==> config.mk <==
export PLATFORM = sky130hd
export DESIGN_NAME = uart_regfile
export DESIGN_NICKNAME = d
export VERILOG_FILES = /design/src/rtl/uart_regfile.sv
export SDC_FILE = /design/constraint.sdc
export NUM_CORES = 1
export LEC_CHECK = 0
export CAP_MARGIN = 20
export CORE_MARGIN = 5
export CORE_UTILIZATION = 58
export DETAILED_ROUTE_END_ITERATION = 10
export PLACE_DENSITY = 0.76
export SLEW_MARGIN = 15
export SYNTH_ARGS = -nofsm -noshare
export SYNTH_HDL_FRONTEND = slang
export SYNTH_SLANG_ARGS = --single-unit
==> constraint.sdc <==
create_clock -name clk -period 4.5 [get_ports clk]
set_input_delay 1.125 -clock clk [delete_from_list [all_inputs] [get_ports clk]]
set_output_delay 1.125 -clock clk [all_outputs]
set_load 0.02 [all_outputs]
==> src/rtl/uart_regfile.sv <==
module uart_regfile #(
  parameter int RXQ_DEPTH = 16
) (
  input  logic        clk,
  input  logic        rst_n,
  input  logic [11:0] bus_addr,
  input  logic [31:0] bus_wdata,
  input  logic        bus_wr,
  input  logic        bus_rd,
  output logic [31:0] bus_rdata,
  input  logic        rx_valid,
  input  logic [7:0]  rx_byte,
  output logic        tx_valid,
  output logic [7:0]  tx_byte,
  output logic        irq
);
  localparam int PW = (RXQ_DEPTH > 1) ? $clog2(RXQ_DEPTH) : 1;
  localparam int CW = $clog2(RXQ_DEPTH + 1);

  localparam logic [11:0] A_DATA = 12'h000, A_RSTAT = 12'h004, A_FLAG = 12'h018,
    A_IRDA = 12'h020, A_BAUDI = 12'h024, A_BAUDF = 12'h028, A_LINE = 12'h02C,
    A_CTRL = 12'h030, A_LVL = 12'h034, A_MASK = 12'h038, A_RAW = 12'h03C,
    A_MSK = 12'h040, A_CLR = 12'h044, A_DMA = 12'h048;

  logic [7:0]    rxq [RXQ_DEPTH];
  logic [PW-1:0] rd_ptr, wr_ptr;
  logic [CW-1:0] cnt, cnt_n;
  logic [10:0]   raw, raw_n, mask;
  logic [3:0]    rstat;
  logic [7:0]    irda_r, line_r;
  logic [15:0]   baudi_r, ctrl_r;
  logic [5:0]    baudf_r, lvl_r;
  logic [2:0]    dma_r;
  logic [31:0]   rd_val;

  wire wr_hit_data = bus_wr && bus_addr == A_DATA;
  wire q_empty = cnt == '0;
  wire q_full  = cnt == CW'(RXQ_DEPTH);
  wire pop     = bus_rd && bus_addr == A_DATA && !q_empty;
  wire push    = rx_valid && (!q_full || pop);
  wire drop    = rx_valid && !push;

  function automatic logic [PW-1:0] step(input logic [PW-1:0] p);
    return (p == PW'(RXQ_DEPTH - 1)) ? '0 : p + 1'b1;
  endfunction

  assign cnt_n = cnt + CW'(push) - CW'(pop);
  assign irq = |(raw & mask);

  always_ff @(posedge clk)
    if (push) rxq[wr_ptr] <= rx_byte;

  always_ff @(posedge clk or negedge rst_n)
    if (!rst_n) begin
      rd_ptr <= '0;
      wr_ptr <= '0;
      cnt    <= '0;
    end else begin
      if (pop)  rd_ptr <= step(rd_ptr);
      if (push) wr_ptr <= step(wr_ptr);
      cnt <= cnt_n;
    end

  always_comb begin
    raw_n = raw;
    if (bus_wr && bus_addr == A_CLR) raw_n = raw_n & ~bus_wdata[10:0];
    if (pop && cnt_n == '0)          raw_n[4] = 1'b0;
    if (push)                        raw_n[4] = 1'b1;
    if (wr_hit_data)                 raw_n[5] = 1'b1;
    if (drop)                        raw_n[10] = 1'b1;
  end

  always_ff @(posedge clk or negedge rst_n)
    if (!rst_n) begin
      raw <= '0; mask <= '0; rstat <= '0;
      irda_r <= '0; line_r <= '0; baudi_r <= '0; ctrl_r <= '0;
      baudf_r <= '0; lvl_r <= '0; dma_r <= '0;
      tx_valid <= 1'b0; tx_byte <= '0;
    end else begin
      raw <= raw_n;
      tx_valid <= wr_hit_data;
      if (wr_hit_data) tx_byte <= bus_wdata[7:0];
      if (bus_wr && bus_addr == A_RSTAT) rstat <= '0;
      if (drop) rstat[3] <= 1'b1;
      if (bus_wr)
        case (bus_addr)
          A_IRDA:  irda_r  <= bus_wdata[7:0];
          A_BAUDI: baudi_r <= bus_wdata[15:0];
          A_BAUDF: baudf_r <= bus_wdata[5:0];
          A_LINE:  line_r  <= bus_wdata[7:0];
          A_CTRL:  ctrl_r  <= bus_wdata[15:0];
          A_LVL:   lvl_r   <= bus_wdata[5:0];
          A_MASK:  mask    <= bus_wdata[10:0];
          A_DMA:   dma_r   <= bus_wdata[2:0];
          default: ;
        endcase
    end

  always_comb
    case (bus_addr)
      A_DATA:  rd_val = q_empty ? '0 : {24'h0, rxq[rd_ptr]};
      A_RSTAT: rd_val = {28'h0, rstat};
      A_FLAG:  rd_val = {23'h0, 1'b0, 1'b1, q_full, 1'b0, q_empty, 4'h0};
      A_IRDA:  rd_val = {24'h0, irda_r};
      A_BAUDI: rd_val = {16'h0, baudi_r};
      A_BAUDF: rd_val = {26'h0, baudf_r};
      A_LINE:  rd_val = {24'h0, line_r};
      A_CTRL:  rd_val = {16'h0, ctrl_r};
      A_LVL:   rd_val = {26'h0, lvl_r};
      A_MASK:  rd_val = {21'h0, mask};
      A_RAW:   rd_val = {21'h0, raw};
      A_MSK:   rd_val = {21'h0, raw & mask};
      A_DMA:   rd_val = {29'h0, dma_r};
      12'hFE0: rd_val = 32'h11;
      12'hFE4: rd_val = 32'h10;
      12'hFE8: rd_val = 32'h14;
      12'hFEC: rd_val = 32'h00;
      12'hFF0: rd_val = 32'h0D;
      12'hFF4: rd_val = 32'hF0;
      12'hFF8: rd_val = 32'h05;
      12'hFFC: rd_val = 32'hB1;
      default: rd_val = '0;
    endcase

  always_ff @(posedge clk or negedge rst_n)
    if (!rst_n)      bus_rdata <= '0;
    else if (bus_rd) bus_rdata <= rd_val;

  AST_TX_STROBE: assert property (@(posedge clk) disable iff (!rst_n)
    wr_hit_data |=> tx_valid && tx_byte == $past(bus_wdata[7:0]));
  AST_TX_SINGLE: assert property (@(posedge clk) disable iff (!rst_n)
    !wr_hit_data |=> !tx_valid);
  AST_EMPTY_READ_ZERO: assert property (@(posedge clk) disable iff (!rst_n)
    bus_rd && bus_addr == A_DATA && q_empty |=> bus_rdata == 32'h0 && $stable(rd_ptr));
  AST_RX_SETS_STATUS: assert property (@(posedge clk) disable iff (!rst_n)
    push |=> raw[4] && cnt != '0);
  AST_NO_OVERFLOW: assert property (@(posedge clk) disable iff (!rst_n)
    cnt <= CW'(RXQ_DEPTH));
  AST_DROP_FLAGS: assert property (@(posedge clk) disable iff (!rst_n)
    drop |=> raw[10] && rstat[3] && $stable(cnt));
  AST_MASK_ZERO_QUIET: assert property (@(posedge clk) disable iff (!rst_n)
    bus_wr && bus_addr == A_MASK && bus_wdata[10:0] == 11'h0 |=> !irq);
endmodule

# Yosys cells after proc, flatten, opt, wreduce, memory -nomap -nowiden
# Memories as Yosys holds them, arrays and structs flattened.
# Cells that the tools add are included.
dict set report totals {
  register_bits 140
  ram_bits 128
  out_inout_bits 42
  word_cells 91
  n_memories 1
}
# memory words width rd rd_clocked_by_memory_dff wr line
set memory_table {}
lappend memory_table {rxq 16 8 1 0 1 25} ;# logic [7:0] rxq [RXQ_DEPTH];
dict set report op_classes {
  n_addsub 4
  n_eq_ne 23
  n_mux 13
  n_bitwise 3
  n_reduce_logical 28
}
# operator count
set op_table {}
lappend op_table {{case mux 16 bit (20 select lines)} 1}
lappend op_table {{equality test 12 x 6 -> 1 bit (second input constant)} 8}
lappend op_table {{equality test 12 bit (second input constant)} 7}
lappend op_table {{equality test 12 x 7 -> 1 bit (second input constant)} 3}
lappend op_table {{bitwise AND 11 bit} 2}
lappend op_table {{AND reduction 2 bit} 8}
lappend op_table {{equality test 12 x 3 -> 1 bit (second input constant)} 1}
lappend op_table {{equality test 12 x 5 -> 1 bit (second input constant)} 1}
lappend op_table {{logical NOT 12 bit} 1}
lappend op_table {{two-way mux 4 bit} 3}
lappend op_table {{two-way mux 11 bit} 1}
lappend op_table {{NOT 11 bit} 1}
lappend op_table {{OR reduction 11 bit} 1}
lappend op_table {{logical NOT 5 bit} 2}
lappend op_table {{adder 4 x 1 -> 4 bit (second input constant)} 2}
lappend op_table {{equality test 4 bit (second input constant)} 2}
lappend op_table {{logical AND 1 bit} 8}
lappend op_table {{two-way mux 8 bit} 1}
lappend op_table {{two-way mux 1 bit} 7}
lappend op_table {{nonzero test 2 bit} 3}
lappend op_table {{adder 5 x 1 -> 5 bit} 1}
lappend op_table {{equality test 5 bit (second input constant)} 1}
lappend op_table {{subtractor 5 x 1 -> 5 bit} 1}
lappend op_table {{logical NOT 1 bit} 3}
lappend op_table {{other kinds (2)} 2}

# Logic depth before layout (Yosys ltp)
dict set report depth {
  word_depth 11
  ltp_mapped 14
  ltp_nobuf 14
}

# Worst setup path before layout
# Ideal clock, no wire load.
dict set report synth_path {
  path_kind {input -> register}
  from {in bus_addr[2]}
  to {reg raw[4]}
  arrival_ns 3.856
  path_slack_ns 0.494
  cell_stages 13
  path_buffers 1
  cell_sequence {buf_2 -> or4_1 -> nor2_1 -> nand4b_1 -> nand2b_1 -> o31ai_1 -> ha_1 -> inv_1 -> fa_1 -> inv_1 -> or3_1 -> a2111oi_0 -> o21ai_0}
}
dict set report synth_between {
  elab_chain_len 11
  elab_cells_between_ends 14
  cone_classes {add/sub (2); eq/ne (1); mux (2); reduce/logical (9)}
}
# item line
set synth_rtl {}
lappend synth_rtl {{start, declared} 6} ;# input logic [11:0] bus_addr,
lappend synth_rtl {{logical NOT 12 bit (*)} 39} ;# wire pop = bus_rd && bus_addr == A_DATA && !q_empty;
lappend synth_rtl {{logical AND 1 bit (*) (2 in a row)} 39}
lappend synth_rtl {{logical OR 1 bit} 40} ;# wire push = rx_valid && (!q_full || pop);
lappend synth_rtl {{logical AND 1 bit} 40}
lappend synth_rtl {{adder 5 x 1 -> 5 bit} 47} ;# assign cnt_n = cnt + CW'(push) - CW'(pop);
lappend synth_rtl {{subtractor 5 x 1 -> 5 bit (*)} 47}
lappend synth_rtl {{via cnt_n[1]} 27} ;# logic [CW-1:0] cnt, cnt_n;
lappend synth_rtl {{logical NOT 5 bit (*)} 67} ;# if (pop && cnt_n == '0) raw_n[4] = 1'b0;
lappend synth_rtl {{logical AND 1 bit (*)} 67}
lappend synth_rtl {{two-way mux 1 bit} 67}
lappend synth_rtl {{two-way mux 1 bit} 68} ;# if (push) raw_n[4] = 1'b1;
lappend synth_rtl {{end signal, assigned} 80} ;# raw <= raw_n;
lappend synth_rtl {{end, declared} 28} ;# logic [10:0] raw, raw_n, mask;
# Mark *: on every way through the listed nets, which the timed path passes. The rest lies on a longest branch.
# A chain may end at the register's enable or synchronous reset.

# Final worst setup path
dict set report layout_path {
  from {in bus_addr[9]}
  to {reg raw[4]}
}
dict set report layout_between {
  elab_chain_len 11
  elab_cells_between_ends 14
  cone_classes {add/sub (2); eq/ne (1); mux (2); reduce/logical (9)}
}
# item line
set layout_rtl {}
lappend layout_rtl {{logical NOT 12 bit} 39}
lappend layout_rtl {{logical AND 1 bit (2 in a row)} 39}
lappend layout_rtl {{logical OR 1 bit} 40}
lappend layout_rtl {{logical AND 1 bit} 40}
lappend layout_rtl {{adder 5 x 1 -> 5 bit} 47}
lappend layout_rtl {{subtractor 5 x 1 -> 5 bit} 47}
lappend layout_rtl {{logical NOT 5 bit} 67}
lappend layout_rtl {{logical AND 1 bit} 67}
lappend layout_rtl {{two-way mux 1 bit} 67}
lappend layout_rtl {{two-way mux 1 bit} 68}
# Several ways; a longest one is shown, not always the timed one.

==> results.md <==
* FF-to-FF End: raw[4]$_DFFE_PN0P_
* Filler cells at 1,331
* GR Overflow Total at 0
* Worst path buffer plus inverter count at 3
* Setup TNS Final at 0 ns
* Worst Path Max Fanout at 2
* Synth warnings at 0
* PortBufs at 66
* Final Core Density at 69.00%
* Antenna fix cells at 0
* Critical-path top delay cell: or4_1
* CP endpoint: raw[4]$_DFFE_PN0P_
* Tot GR Track Use at 25.03%
* Critical Path Source: bus_addr[9]
* Largest family of logic cells by synthesized area: multiplexers
* Mapped Cells at 778
* Clock Latency Late Sink at 0.54 ns
* Nets@finish at 936
* Die Ht at 150.2 um
* Max Transition Viols Final at 0
* Post-synthesis compound-gate area fraction at 7.464%
* Share of cells above drive strength 1 at 25.85%
* GPL Wtd Cong at 0.9692
* R2r setup slk at 1.03 ns
* Worst-path cell chain: clkdlybuf4s50_1 -> or4_1 -> buf_4 -> nor4_2 -> and2_1 -> o31ai_1 -> ha_1 -> inv_1 -> fa_1 -> nand2b_1 -> a21oi_1 -> or3_1 -> a2111oi_0 -> o21ai_0
* Fin. Hold Viols at 0
* Root buf cell: clkbuf_16
* Row cnt at 51
* Synth Area in Adders at 1.273%
* DRT antenna net count at 0
* Critical Path Max Stage Delay at 0.55 ns
* Synth Cell Area at 11,400 um^2
* Hold Crit Class: flop to flop
* WL/cell at 23.86 um
* Tcrit/Tclk final at 91.05%
* Inserted Clock Buffers at 26
* Xor/xnor share of the synthesized area at 0.3842%
* Die Width at 150.2 um
* Yosys cell types at 69
* Routed WL at 27,460 um
* Launching point of the worst reg2reg path: cnt[2]$_DFF_PN0_
* Mux contribution to synthesized area at 18.09%
* Final Skew at 0.01247 ns
* Initial core utilization at 58.76%
* Mean area per synthesized cell at 14.65 um^2
* # IOs at 99
* DR iter-0 viols at 642
* Max-Cap Viols at 0
* CP Class: input pin to flop
* Final setup viols at 0
* Vias in the first global route at 7,646
* Max_slew headroom at 38.79%
* Post-CTS Resized at 0
* CP Launch Type: input pin
* Number of enable flip-flop cells after synthesis at 128
* VDD IR max at 0.3338 mV
* Crit-path leading delay family: simple AND/OR/NAND/NOR gates
* Most used DFF post-synth: edfxtp_1
* CP Capture Type: flop
* Die area at 22,560 um^2
* Core area at 19,400 um^2
* Synth async-reset ratio at 49.21%
* Number of detailed-route iterations in the first pass at 5
* RSZ-0062 raised after global routing: false
* DPL Wire Length at 18,800 um
* Worst-margin pin slew at 0.9181 ns
* CTS Hold Bufs at 0
* CTS max path bufs at 3
* PD cells at 413.3 nW/um^2
* Vias at 7,257
* Max Fclk at 0.2441 GHz
* Routed vias/inst at 6.305
* Pleak at 5.263 nW
* First-pass GRT wire length at 43,440 um
* CP required at 4.88 ns
* Reg2reg path depth at 14
* Crit path depth at 14
* Status: completed
* H-tree levels at 1
* Largest net degree at the start of global routing at 70
* Worst EP arrival at 4.48 ns
* Area grow syn2layout at 17.43%
* Post-CTS Setup Inserts at 0
* Worst-path clk slew at 0.06 ns
* Fin crit period at 4.097 ns
* Synth Area in Simple Gates at 8.562%
* Post-synthesis sequential area ratio at 60.94%
* Residual DRC at 0
* Clk sink count at 252
* #FFs+latches synth at 252
* Initial antenna violation count at 0
* TritonCTS clock tree: yes
[cell usage in the layout, fill, tap and decap left out, types with 14 or more instances in the layout]
cell type,count
conb_1,16
edfxtp_1,128
nor2_1,25
dfrtp_1,124
mux4_2,34
buf_4,44
o21ai_0,15
clkdlybuf4s50_1,65
nand2_1,37
mux2_2,100
a21oi_1,15
nand3_1,17
clkbuf_16,26
mux2i_1,17
inv_1,14
[logic make-up after synthesis]
group / Yosys count
DFF: 252
and+or+nand+nor: 167
muxes: 151
AOI/OAI and AO/OA: 113
buffers and inverters: 78
adders and majority gates: 11
xor gates and xnor gates: 5
other: 1
[synthesized netlist by cell type, types with 14 or more instances]
library cell	n	area, um^2
mux2_2	100	1126
a21oi_1	15	75.07
edfxtp_1	128	3844
nor2_1	25	93.84
mux4_2	34	765.7
dfrtp_1	124	3103
clkbuf_1	25	93.84
o21ai_0	15	75.07
inv_1	14	52.55
nand2_1	37	138.9
buf_2	14	70.07
mux2i_1	17	170.2
nand3_1	17	85.08
buf_4	16	120.1
[power by group]
group	total (mW)	leakage, nW	internal [mW]	switching, mW
combinational	0.654	2.00	0.275	0.379
sequential	2.72	2.84	2.61	0.111
clock	2.16	0.421	1.30	0.860
total	5.53	5.26	4.18	1.35
[worst min path at each step]
| stage | startpoint | to | slack (ns) | depth (start not counted) |
|---|---|---|---|---|
| floorplan | rstat[3]$_DFFE_PN0P_ | rstat[3]$_DFFE_PN0P_ | 0.47 | 1 |
| global placement | line_r[4]$_DFFE_PN0P_ | line_r[4]$_DFFE_PN0P_ | 0.48 | 1 |
| detailed placement | line_r[1]$_DFFE_PN0P_ | line_r[1]$_DFFE_PN0P_ | 0.49 | 1 |
| CTS | line_r[1]$_DFFE_PN0P_ | line_r[1]$_DFFE_PN0P_ | 0.50 | 1 |
| global route | line_r[1]$_DFFE_PN0P_ | line_r[1]$_DFFE_PN0P_ | 0.50 | 1 |
| finish | line_r[1]$_DFFE_PN0P_ | line_r[1]$_DFFE_PN0P_ | 0.50 | 1 |
[final cells by class]
cell class / count / area (um^2) / area share [%]
repair buffers: 111 / 1028 / 7.684
clock inverters: 6 / 108.9 / 0.8132
well taps: 265 / 331.6 / 2.477
flip-flops and latches: 252 / 6947 / 51.90
multi-input cells: 463 / 4144 / 30.96
clock buffers: 40 / 773.2 / 5.777
inverters: 14 / 52.55 / 0.3926
[registers in the layout (all words and copies together), names as in the netlist]
signal     count
tx_valid       1
raw           11
cnt            5
irda_r         8
tx_byte        8
wr_ptr         4
baudi_r       16
rd_ptr         4
bus_rdata     16
baudf_r        6
line_r         8
ctrl_r        16
dma_r          3
rxq          128
rstat          1
mask          11
lvl_r          6
[stage by stage]
stage,setup WS (ns),instances,total power [mW],hold slack [ns],cell area [um^2]
floorplan,0.4945,793,3.142,0.4654,11450
global placement,-0.04632,1104,3.353,0.4833,12480
detailed placement,-0.1252,1105,3.414,0.4877,12500
CTS,0.4465,1151,5.574,0.5009,13390
global route,0.2409,1151,5.761,0.5042,13390
finish,0.4028,1151,5.532,0.5001,13390
[metal layers]
metal	wire length, um	share of wire (%)	vias to the layer above	global-route usage (%)
met4	902	3.3	0	8.920
met2	13970	51	323	43.19
met1	10880	40	3683	32.21
li1	-	-	3181	-
met3	1710	6.2	70	4.275
met5	0	0	-	0
No activity file was read; power rests on OpenSTA's default activity.
